--- src/rtl/gcap_pkg.sv ---
package gcap_pkg;

   typedef enum logic [1:0] {
      GM_LEVEL      = 2'b00,
      GM_OPEN_RISE  = 2'b01,
      GM_CLOSE_FALL = 2'b10,
      GM_LEVEL_ALT  = 2'b11
   } gate_mode_e;

   typedef enum logic [1:0] {
      ES_NONE = 2'b00,
      ES_RISE = 2'b01,
      ES_FALL = 2'b10,
      ES_BOTH = 2'b11
   } edge_sel_e;

   function automatic logic is_one_shot(input gate_mode_e m);
      return (m == GM_OPEN_RISE) || (m == GM_CLOSE_FALL);
   endfunction

endpackage

--- src/rtl/gcap_sync.sv ---
module gcap_sync #(
   parameter int W             = 1,
   parameter int STAGES        = 2,
   parameter bit FIRST_ON_FALL = 1'b1
) (
   input  logic         clk,
   input  logic         rst_n,
   input  logic [W-1:0] d,
   output logic [W-1:0] q
);
   localparam int TAIL = STAGES - 1;

   if (STAGES < 2) begin : g_bad_stages
      $error("gcap_sync: STAGES must be at least 2");
   end
   if (W < 1) begin : g_bad_width
      $error("gcap_sync: W must be at least 1");
   end

   logic [W-1:0]           head_q;
   logic [TAIL-1:0][W-1:0] tail_q;

   if (FIRST_ON_FALL) begin : g_head_fall
      always_ff @(negedge clk or negedge rst_n) begin
         if (!rst_n) head_q <= '0;
         else        head_q <= d;
      end
   end else begin : g_head_rise
      always_ff @(posedge clk or negedge rst_n) begin
         if (!rst_n) head_q <= '0;
         else        head_q <= d;
      end
   end

   always_ff @(posedge clk or negedge rst_n) begin
      if (!rst_n) begin
         tail_q <= '0;
      end else begin
         tail_q[0] <= head_q;
         for (int i = 1; i < TAIL; i++) tail_q[i] <= tail_q[i-1];
      end
   end

   assign q = tail_q[TAIL-1];

endmodule

--- src/rtl/gcap_gate.sv ---
module gcap_gate
   import gcap_pkg::*;
#(
   parameter int N_SRC          = 8,
   parameter int SYNC_STAGES    = 2,
   parameter bit SAMPLE_ON_FALL = 1'b1
) (
   input  logic             clk,
   input  logic             rst_n,
   input  logic [N_SRC-1:0] gate_src,
   input  logic [N_SRC-1:0] gate_en,
   input  logic             sw_gate,
   input  logic [1:0]       mode_in,
   input  logic             mode_wr,
   input  logic             arm,
   output logic             cdis
);
   logic [N_SRC-1:0] masked;
   logic             gate_raw;
   logic             gate_s;
   logic             gate_prev;
   logic             gate_rise;
   logic             gate_fall;
   logic             rearm;
   gate_mode_e       mode_q;
   gate_mode_e       mode_eff;
   logic             fired_q;
   logic             cdis_q;

   for (genvar s = 0; s < N_SRC; s++) begin : g_mask
      assign masked[s] = gate_src[s] & gate_en[s];
   end

   assign gate_raw = (|masked) | sw_gate;

   gcap_sync #(
      .W             (1),
      .STAGES        (SYNC_STAGES),
      .FIRST_ON_FALL (SAMPLE_ON_FALL)
   ) u_gate_sync (
      .clk   (clk),
      .rst_n (rst_n),
      .d     (gate_raw),
      .q     (gate_s)
   );

   always_ff @(posedge clk or negedge rst_n) begin
      if (!rst_n) gate_prev <= 1'b0;
      else        gate_prev <= gate_s;
   end

   assign gate_rise = gate_s & ~gate_prev;
   assign gate_fall = ~gate_s & gate_prev;
   assign rearm     = arm | mode_wr;
   assign mode_eff  = mode_wr ? gate_mode_e'(mode_in) : mode_q;

   always_ff @(posedge clk or negedge rst_n) begin
      if (!rst_n) begin
         mode_q  <= GM_LEVEL;
         fired_q <= 1'b0;
         cdis_q  <= 1'b1;
      end else begin
         if (mode_wr) mode_q <= gate_mode_e'(mode_in);
         case (mode_eff)
            GM_OPEN_RISE: begin
               if (rearm) begin
                  cdis_q  <= 1'b1;
                  fired_q <= 1'b0;
               end else if (!fired_q && gate_rise) begin
                  cdis_q  <= 1'b0;
                  fired_q <= 1'b1;
               end
            end
            GM_CLOSE_FALL: begin
               if (rearm) begin
                  cdis_q  <= 1'b0;
                  fired_q <= 1'b0;
               end else if (!fired_q && gate_fall) begin
                  cdis_q  <= 1'b1;
                  fired_q <= 1'b1;
               end
            end
            default: begin
               cdis_q  <= ~gate_s;
               fired_q <= 1'b0;
            end
         endcase
      end
   end

   assign cdis = cdis_q;

   a_r3_level_follows_gate: assert property (@(posedge clk) disable iff (!rst_n)
      (!is_one_shot(mode_q) && !mode_wr) |=> (cdis == !$past(gate_s)));

   a_r4_arm_closes: assert property (@(posedge clk) disable iff (!rst_n)
      (mode_q == GM_OPEN_RISE && arm && !mode_wr) |=> cdis);

   a_r5_arm_opens: assert property (@(posedge clk) disable iff (!rst_n)
      (mode_q == GM_CLOSE_FALL && arm && !mode_wr) |=> !cdis);

   a_r6_fired_holds: assert property (@(posedge clk) disable iff (!rst_n)
      (is_one_shot(mode_q) && fired_q && !arm && !mode_wr) |=> $stable(cdis));

endmodule

--- src/rtl/gcap_capture.sv ---
module gcap_capture
   import gcap_pkg::*;
#(
   parameter int CNT_W          = 16,
   parameter int SYNC_STAGES    = 2,
   parameter bit SAMPLE_ON_FALL = 1'b1
) (
   input  logic             clk,
   input  logic             rst_n,
   input  logic             cap_in,
   input  logic [1:0]       edge_sel,
   input  logic             cdis,
   output logic             cap_valid,
   output logic [CNT_W-1:0] cap_value
);
   localparam logic [CNT_W-1:0] CNT_ONE = {{(CNT_W-1){1'b0}}, 1'b1};

   logic             in_s;
   logic             in_prev;
   logic             in_rise;
   logic             in_fall;
   logic             event_hit;
   logic [CNT_W-1:0] count_q;
   logic             valid_q;
   logic [CNT_W-1:0] value_q;

   gcap_sync #(
      .W             (1),
      .STAGES        (SYNC_STAGES),
      .FIRST_ON_FALL (SAMPLE_ON_FALL)
   ) u_in_sync (
      .clk   (clk),
      .rst_n (rst_n),
      .d     (cap_in),
      .q     (in_s)
   );

   always_ff @(posedge clk or negedge rst_n) begin
      if (!rst_n) in_prev <= 1'b0;
      else        in_prev <= in_s;
   end

   assign in_rise = in_s & ~in_prev;
   assign in_fall = ~in_s & in_prev;

   always_comb begin
      case (edge_sel_e'(edge_sel))
         ES_RISE: event_hit = in_rise;
         ES_FALL: event_hit = in_fall;
         ES_BOTH: event_hit = in_rise | in_fall;
         default: event_hit = 1'b0;
      endcase
   end

   always_ff @(posedge clk or negedge rst_n) begin
      if (!rst_n) count_q <= '0;
      else        count_q <= count_q + CNT_ONE;
   end

   always_ff @(posedge clk or negedge rst_n) begin
      if (!rst_n) begin
         valid_q <= 1'b0;
         value_q <= '0;
      end else begin
         valid_q <= event_hit & ~cdis;
         if (event_hit && !cdis) value_q <= count_q;
      end
   end

   assign cap_valid = valid_q;
   assign cap_value = value_q;

   a_r8_no_capture_while_closed: assert property (@(posedge clk) disable iff (!rst_n)
      cap_valid |-> !$past(cdis));

   a_r8_value_holds_without_capture: assert property (@(posedge clk) disable iff (!rst_n)
      !cap_valid |-> $stable(cap_value));

   a_r9_counter_steps: assert property (@(posedge clk) disable iff (!rst_n)
      1'b1 |=> (count_q == $past(count_q) + CNT_ONE));

endmodule

--- src/rtl/gated_capture_unit.sv ---
module gated_capture_unit
   import gcap_pkg::*;
#(
   parameter int CNT_W          = 16,
   parameter int N_SRC          = 8,
   parameter int SYNC_STAGES    = 2,
   parameter bit SAMPLE_ON_FALL = 1'b1
) (
   input  logic             clk,
   input  logic             rst_n,
   input  logic             cap_in,
   input  logic [N_SRC-1:0] gate_src,
   input  logic [N_SRC-1:0] gate_en,
   input  logic             sw_gate,
   input  logic [1:0]       gate_mode,
   input  logic             mode_wr,
   input  logic             arm,
   input  logic [1:0]       edge_sel,
   output logic             cdis,
   output logic             cap_valid,
   output logic [CNT_W-1:0] cap_value
);
   if (CNT_W < 2 || CNT_W > 64) begin : g_bad_cnt
      $error("gated_capture_unit: CNT_W out of range 2..64");
   end
   if (N_SRC < 1 || N_SRC > 64) begin : g_bad_src
      $error("gated_capture_unit: N_SRC out of range 1..64");
   end
   if (SYNC_STAGES < 2) begin : g_bad_sync
      $error("gated_capture_unit: SYNC_STAGES must be at least 2");
   end

   logic cdis_w;

   gcap_gate #(
      .N_SRC          (N_SRC),
      .SYNC_STAGES    (SYNC_STAGES),
      .SAMPLE_ON_FALL (SAMPLE_ON_FALL)
   ) u_gate (
      .clk      (clk),
      .rst_n    (rst_n),
      .gate_src (gate_src),
      .gate_en  (gate_en),
      .sw_gate  (sw_gate),
      .mode_in  (gate_mode),
      .mode_wr  (mode_wr),
      .arm      (arm),
      .cdis     (cdis_w)
   );

   gcap_capture #(
      .CNT_W          (CNT_W),
      .SYNC_STAGES    (SYNC_STAGES),
      .SAMPLE_ON_FALL (SAMPLE_ON_FALL)
   ) u_capture (
      .clk       (clk),
      .rst_n     (rst_n),
      .cap_in    (cap_in),
      .edge_sel  (edge_sel),
      .cdis      (cdis_w),
      .cap_valid (cap_valid),
      .cap_value (cap_value)
   );

   assign cdis = cdis_w;

   a_r1_quiet_after_reset: assert property (@(posedge clk) disable iff (!rst_n)
      $rose(rst_n) |-> (cdis && !cap_valid));

endmodule

--- config.mk ---
export PLATFORM = sky130hd
export DESIGN_NAME = gated_capture_unit
export DESIGN_NICKNAME = d
export VERILOG_FILES = /design/src/rtl/gcap_pkg.sv /design/src/rtl/gcap_sync.sv /design/src/rtl/gcap_gate.sv /design/src/rtl/gcap_capture.sv /design/src/rtl/gated_capture_unit.sv
export SDC_FILE = /design/constraint.sdc
export NUM_CORES = 1
export LEC_CHECK = 0
export ABC_CLOCK_PERIOD_IN_PS = 3500
export BUFFER_PORTS_ARGS = -buffer_cell sky130_fd_sc_hd__buf_2
export CAP_MARGIN = 20
export CORE_ASPECT_RATIO = 0.75
export CORE_UTILIZATION = 55
export DETAILED_ROUTE_END_ITERATION = 8
export PLACE_DENSITY = 0.79
export SETUP_SLACK_MARGIN = 0.3
export SLEW_MARGIN = 20
export SYNTH_ARGS = -nofsm -noshare
export SYNTH_HDL_FRONTEND = slang
export SYNTH_HIERARCHICAL = 1
export SYNTH_SLANG_ARGS = --single-unit
--- constraint.sdc ---
create_clock -name clk -period 3.5 [get_ports clk]
set_input_delay 0.525 -clock clk [delete_from_list [all_inputs] [get_ports clk]]
set_output_delay 0.525 -clock clk [all_outputs]
set_load 0.03 [all_outputs]
==> results of run 1 <==
-- kinds of logic after synthesis --
family          count (synthesis)  share of synthesized area, %
simple gates                   67                          17.6
mux                             5                          2.36
buf+inv                        20                          4.45
compound gates                 60                          21.4
flops                          43                          46.2
fa+ha+maj                       5                          2.68
xor+xnor                       14                          5.25
-- power breakdown --
group | switching, mW | internal [mW] | leakage, nW
Combinational | 0.145 | 0.0800 | 0.642
Clock | 0.163 | 0.142 | 0.0395
Sequential | 0.0390 | 0.534 | 0.543
Total | 0.347 | 0.755 | 1.22
-- how the worst max path moves through the flow --
| stage | to | cells after the start | slack [ns] | start |
|---|---|---|---|---|
| final | u_gate/u_gate_sync/head_q | 4 | 0.73 | gate_src[5] |
| after global routing | u_gate/u_gate_sync/head_q | 4 | 0.62 | gate_src[5] |
| after CTS | u_gate/u_gate_sync/head_q | 4 | 0.72 | gate_src[5] |
| after detailed placement | u_gate/u_gate_sync/head_q | 4 | 0.40 | gate_src[5] |
| after global placement | u_gate/u_gate_sync/head_q | 4 | 0.43 | gate_src[5] |
| after floorplan | u_gate/u_gate_sync/head_q | 3 | 0.56 | gate_src[5] |
-- cell type report --
type | count | area (µm²) | area share [%]
flip-flops and latches | 43 | 1080 | 40.8
inverters | 7 | 26.3 | 0.994
repair buffers | 46 | 238 | 9.00
clock buffers | 8 | 80.1 | 3.03
well taps | 55 | 68.8 | 2.60
multi-input cells | 151 | 1150 | 43.6
-- cells in the mapped netlist (2+ instances only) --
master / instances / area (µm²)
nand3_1: 6 / 30.0
o211ai_2: 10 / 125
buf_2: 8 / 40.0
o211ai_1: 22 / 165
nor3_1: 5 / 25.0
nor2_1: 4 / 15.0
nand2_1: 20 / 75.1
inv_1: 7 / 26.3
nor4_2: 4 / 50.1
o21ai_0: 2 / 10.0
dfrtp_1: 40 / 1000
clkbuf_1: 2 / 7.51
xor2_1: 10 / 87.6
xnor2_1: 4 / 35.0
nor2b_1: 18 / 113
mux2i_1: 4 / 40.0
buf_6: 2 / 22.5
ha_1: 5 / 62.6
dfrtn_1: 2 / 50.1
a21oi_1: 3 / 15.0
a22oi_1: 16 / 120
-- metal layers --
| metal | routed length (µm) | share of wire, % |
|---|---|---|
| met1 | 2290 | 48 |
| met2 | 2170 | 45 |
| met3 | 282 | 5.9 |
| met4 | 67 | 1.4 |
| met5 | 0 | 0 |
-- worst max-delay path, stage by stage --
cell and delay (ns):
buf_2 0.10, a22o_1 0.21, a221oi_1 0.20, nand3_1 0.11
-- stage by stage --
step	area [µm²]	utilization, %	hold WS [ns]	setup slack [ns]
floorplan	2330	-	0.229	0.563
global placement	2560	63.2	0.392	0.435
detailed placement	2560	63.2	0.398	0.405
CTS	2640	65.2	0.179	0.719
global route	2640	65.2	0.205	0.620
finish	2640	65.2	0.165	0.730
-- sequential cells by signal, summed over array words and instances, names as in the netlist --
name,flops
u_capture/cap_value,16
u_capture/count_q,16
u_gate/mode_q,2
u_capture/cap_valid,1
u_capture/in_prev,1
u_capture/u_in_sync/head_q,1
u_capture/u_in_sync/q,1
u_gate/cdis,1
u_gate/fired_q,1
u_gate/gate_prev,1
u_gate/u_gate_sync/head_q,1
u_gate/u_gate_sync/q,1
==> results.md, run 1 <==
- Status: finished clean
- CTS tree: done
- Syn_nets: 245
- Syn avg cell area: 10.9 µm²
- Worst VDD drop: around 0.22 mV
- Initial antenna violation count: 0
- Gr usage total: 23.7%
- Hold crit path type: primary input to asynchronous set/reset pin
- Hold Fails Final Rpt: 0
- Clk buf depth: 2
- TNS Setup: 0 ns
- ANT cells: 0
- Fillers: between 300 and 400
- Die Height: 58.4 µm
- Crit start category: primary input
- Hpwl dp: 3250 µm
- IO Port Bufs: 43
- Rows: 20
- Htree depth: 2
- Synthesis warning total: 6
- R2R cell count: 0
- Core area: 4050 µm²
- Clock slew seen by the registers of the worst setup and hold paths: ~0.08 ns
- Vias in the first global route: 1721
- Die outline width: 77.2 µm
- Commonest cells after routing, fill and taps aside: buf_2 (43), dfrtp_1 (40), o211ai_1 (22)
- Setup bufs post-CTS: 0
- Rel. slew slack: 50.3%
- Main flop type after synthesis: dfrtp_1
- EDFF count, synth: 0
- Worst skew pair latency: roughly 0.30 ns
- Final routed DRC violation total: 0
- Area Overhead vs Synth: 13.2%
- R2R Setup Slk: 1.29 ns
- Placed insts: 302
- Share of layout cells above drive strength 1: around 29%
- DR WL/cell: around 16 µm
- Static Leak: 1.22 nW
- Reg2Reg Launch Point: u_capture/u_in_sync/head_q
- Routing usage on met1: 34.0%
- Setup violators final: 0
- Global Route met3 Usage: approximately 4.2%
- CP Capture Type: flop
- CTS Hold Bufs: 0
- Tot Pwr: 1.10 mW
- Final ANT Viol Nets: 0
- Slew @ Worst Pin: 0.743 ns
- Global route hottest layer: met2
- WL final: roughly 4800 µm
- DR vias: 1832
- Most common cell after layout, fill and taps aside: buf_2
- Io pins: 44
- Synthesized cell area: 2330 µm²
- Post-Route Skew: approximately 0.013 ns
- DRT Pass-1 Iters: 4
- Starting density of the core: 57.6%
- Layout Nets: 285
- Largest net degree at the start of global routing: 36
- PwrDens: 417 nW/µm²
- Clock Root Buffer: clkbuf_8
- Req. time, crit path: 1.88 ns
- RePlAce Congestion: approximately 0.76
- Post-synth ARST share: 100%
- Post-synthesis cell count: 214
- RSZ-0062 raised after global routing: no
- Drt initial violations: around 120
- TritonCTS buffer count: 5
- Library cells used by synthesis: 41
- Max-cap violations: 0
- M2 GR Usage: 36.8%
- Max Slew Vio Count: 0
- Crit path kind: primary input to flop
- Global-route wire length before repair: 8220 µm
- Post-cts sizing count: 0
- Worst R2R End: u_capture/u_in_sync/q
- Clock tree sinks: 43
- Vias per cell: 5.91
- Synth Register Bits: between 40 and 50
- Overflow left after global routing: 0
- Die ar.: 4510 µm²
- Worst Path Arrival: 1.15 ns
- Critical Path Fanout Max: 1
- Fin cells: 310
- Post-synthesis sequential area ratio: 46.2%
No activity file was read; power rests on OpenSTA's default activity.
==> run 2, diff against run 1 <==
--- a/config.mk
+++ b/config.mk
@@ -5,13 +5,14 @@
 export SDC_FILE = /design/constraint.sdc
 export NUM_CORES = 1
 export LEC_CHECK = 0
-export ABC_CLOCK_PERIOD_IN_PS = 3500
+export ABC_AREA = 1
+export ABC_CLOCK_PERIOD_IN_PS = 2300
 export BUFFER_PORTS_ARGS = -buffer_cell sky130_fd_sc_hd__buf_2
 export CAP_MARGIN = 20
 export CORE_ASPECT_RATIO = 0.75
-export CORE_UTILIZATION = 55
+export CORE_UTILIZATION = 48
 export DETAILED_ROUTE_END_ITERATION = 8
-export PLACE_DENSITY = 0.79
+export PLACE_DENSITY = 0.75
 export SETUP_SLACK_MARGIN = 0.3
 export SLEW_MARGIN = 20
 export SYNTH_ARGS = -nofsm -noshare
==> constraint.sdc (replaced) <==
create_clock -name clk -period 2.3 [get_ports clk]
set_input_delay 0.345 -clock clk [delete_from_list [all_inputs] [get_ports clk]]
set_output_delay 0.345 -clock clk [all_outputs]
set_load 0.03 [all_outputs]
==> run 2 against run 1 <==
Net effect: synthesized area shrank 15%; clock skew shrank 0.0022 ns; routed wire length shrank 26%; critical path depth is the same; design area shrank 12%; utilization shrank 3.7 points; highest routed layer unchanged; sequential power grew 42%; non-clock buffer count is the same; worst setup slack lost 0.17 ns.
==> results.md, run 2 <==
- Count leader, synth: nand2_1
- Setup slack after layout: 0.565 ns
- Drt initial violations: 80
- Top cell type's share of synthesized area: 50.8%
- TritonCTS buffer count: 5
- DRT Pass-1 Iters: 4
- Gr usage total: 18.6%
- Pre-CTS setup slack: around 0.25 ns
- Switching Share: 26.4%
- Critical Path Fanout Max: 1
- Die ar.: 4370 µm²
- Synth top area cells: dfrtp_1 (51%), nand2_1 (15%), inv_1 (4.8%)
- Synthesis warning total: 6
- Io pins: 44
- WL final: 3540 µm
- Commonest cells after routing, fill and taps aside: nand2_1 (79), buf_2 (43), dfrtp_1 (40)
- Slew @ Worst Pin: ~0.42 ns
- Overflow left after global routing: 0
- Final routed DRC violation total: 0
- Vias per cell: 4.61
- Switch Pwr: between 0.3 and 0.4 mW
- Global-route wire length before repair: 6390 µm
- Crit path cell chain: buf_2 -> nand2_1 -> nand4_1 -> nand3b_1
- Max-cap violations: 0
- DR vias: 1511
- CTS tree: done
- Area Overhead vs Synth: 18.5%
- CTS Hold Bufs: 1
- Comb pwr share: 14.7%
- Core area: 3800 µm²
- Rel. slew slack: 71.9%
- Post-synth ARST share: 100%
- Post-synthesis cell count: about 230
- PwrDens: roughly 640 nW/µm²
- Status: finished clean
- Post-synthesis sequential area ratio: between 50% and 60%
- Initial antenna violation count: 0
- Total internal power: 1.11 mW
- Setup violators final: 0
- Largest net degree at the start of global routing: 36
- Post-cts sizing count: 0
- Share of power burned in registers: ~54%
- Worst VDD drop: just under 0.5 mV
- Crit path kind: primary input to flop
- Die outline width: 76.0 µm
- CP Capture Type: flop
- Hpwl dp: 2760 µm
- Largest area contributor in the netlist: dfrtp_1
- Tot Pwr: 1.50 mW
- Main flop type after synthesis: dfrtp_1
- Critical path's slowest cell: nand3b_1
- Hold Fails Final Rpt: 0
- Synth Register Bits: 43
- DR WL/cell: about 11 µm
- Share of layout cells above drive strength 1: 25.0%
- Placed insts: between 300 and 400
- Rows: 19
- EDFF count, synth: 0
- Clock tree sinks: 43
- ANT cells: 0
- Worst stage delay on the critical path: 0.15 ns
- Die Height: 57.5 µm
- Clock Root Buffer: clkbuf_8
- IO Port Bufs: 43
- Commonest cells post-synth: nand2_1 (79), dfrtp_1 (40), inv_1 (25), nor2_1 (18), nand3_1 (10)
- Max layer used: met4
- Clk pwr share: 31.3%
- Fin cells: 328
- TNS Setup: 0 ns
- Most common cell after layout, fill and taps aside: nand2_1
- Clock slew seen by the registers of the worst setup and hold paths: 0.07 ns
- Library cells used by synthesis: 24
- Synthesized cell area: just under 2000 µm²
- Syn avg cell area: ~9 µm²
- Vias in the first global route: 1493
- Static Leak: 1.23 nW
- RePlAce Congestion: between 0.8 and 0.9
- Clk buf depth: 2
- Met2 WL: 1510 µm
- Hold crit path type: primary input to flop
- Wire length on met1: 1890 µm
- Max Slew Vio Count: 0
- Worst skew pair latency: 0.29 ns
- Layout Nets: 306
- WL met3: 120 µm
- Crit start category: primary input
- Worst Path Arrival: 0.72 ns
- Setup bufs post-CTS: 0
- RSZ-0062 raised after global routing: no
- Final ANT Viol Nets: 0
- Req. time, crit path: 1.29 ns
- Syn_nets: 256
- Post-Route Skew: 0.0110 ns
- Starting density of the core: 51.8%
- Htree depth: 2
[run 2: cell families after synthesis]
kind of cell	Yosys count	share of synthesized area (%)
adders and majority gates	5	3.17
buffers and inverters	29	6.53
xor gates and xnor gates	8	3.55
AOI/OAI and AO/OA	18	6.28
DFF	43	54.6
and+or+nand+nor	122	25.8
[run 2: path summary, 6_finish.rpt]
kind / from / endpoint / slack [ns] / cells after the start
worst max-delay path: gate_src[0] / u_gate/u_gate_sync/head_q / 0.56 / 4
worst min-delay path: mode_wr / u_gate/mode_q[0] / 0.38 / 3
worst max register to register: u_capture/u_in_sync/head_q / u_capture/u_in_sync/q / 0.70 / 0
worst min register to register: u_capture/u_in_sync/q / u_capture/in_prev / 0.41 / 0
max in group asynchronous: rst_n / u_capture/u_in_sync/head_q / 0.62 / 2
min in group asynchronous: rst_n / u_capture/cap_value[2] / 0.43 / 2
[run 2: power groups by stage]
stage,combinational [mW],sequential [mW],clock [mW]
after global routing,0.246,0.816,0.524
final,0.222,0.812,0.470
after detailed placement,0.223,0.827,0
after global placement,0.217,0.825,0
after CTS,0.225,0.812,0.490
after floorplan,0.0937,0.878,0
[run 2: routing by layer]
metal	vias to the layer above	track usage (%)
li1	797	-
met1	686	25.8
met2	25	29.9
met3	3	4.32
met4	0	4.95
met5	-	0
[run 2: metrics by stage]
stage | hold WS, ns | utilization [%] | instance area (µm²)
3_3_place_gp | 0.203 | 58.8 | 2240
4_1_cts | 0.386 | 61.4 | 2340
6_report | 0.385 | 61.4 | 2340
2_1_floorplan | 0.0494 | - | 1970
3_5_place_dp | 0.204 | 58.8 | 2240
5_1_grt | 0.401 | 61.4 | 2340
[run 2: critical path: cells and delay by family]
| family | cells | cell delay, ns |
|---|---|---|
| and+or+nand+nor | 3 | 0.28 |
| buffers and inverters | 1 | 0.10 |
[run 2: layout make-up]
class | count | area (µm²)
Tap cell | 52 | 65.1
Timing Repair Buffer | 46 | 240
Fill cell | 349 | 1470
Inverter | 26 | 97.6
Clock buffer | 7 | 86.3
Multi-Input combinational cell | 153 | 766
Sequential cell | 43 | 1080
Clock inverter | 1 | 5.00
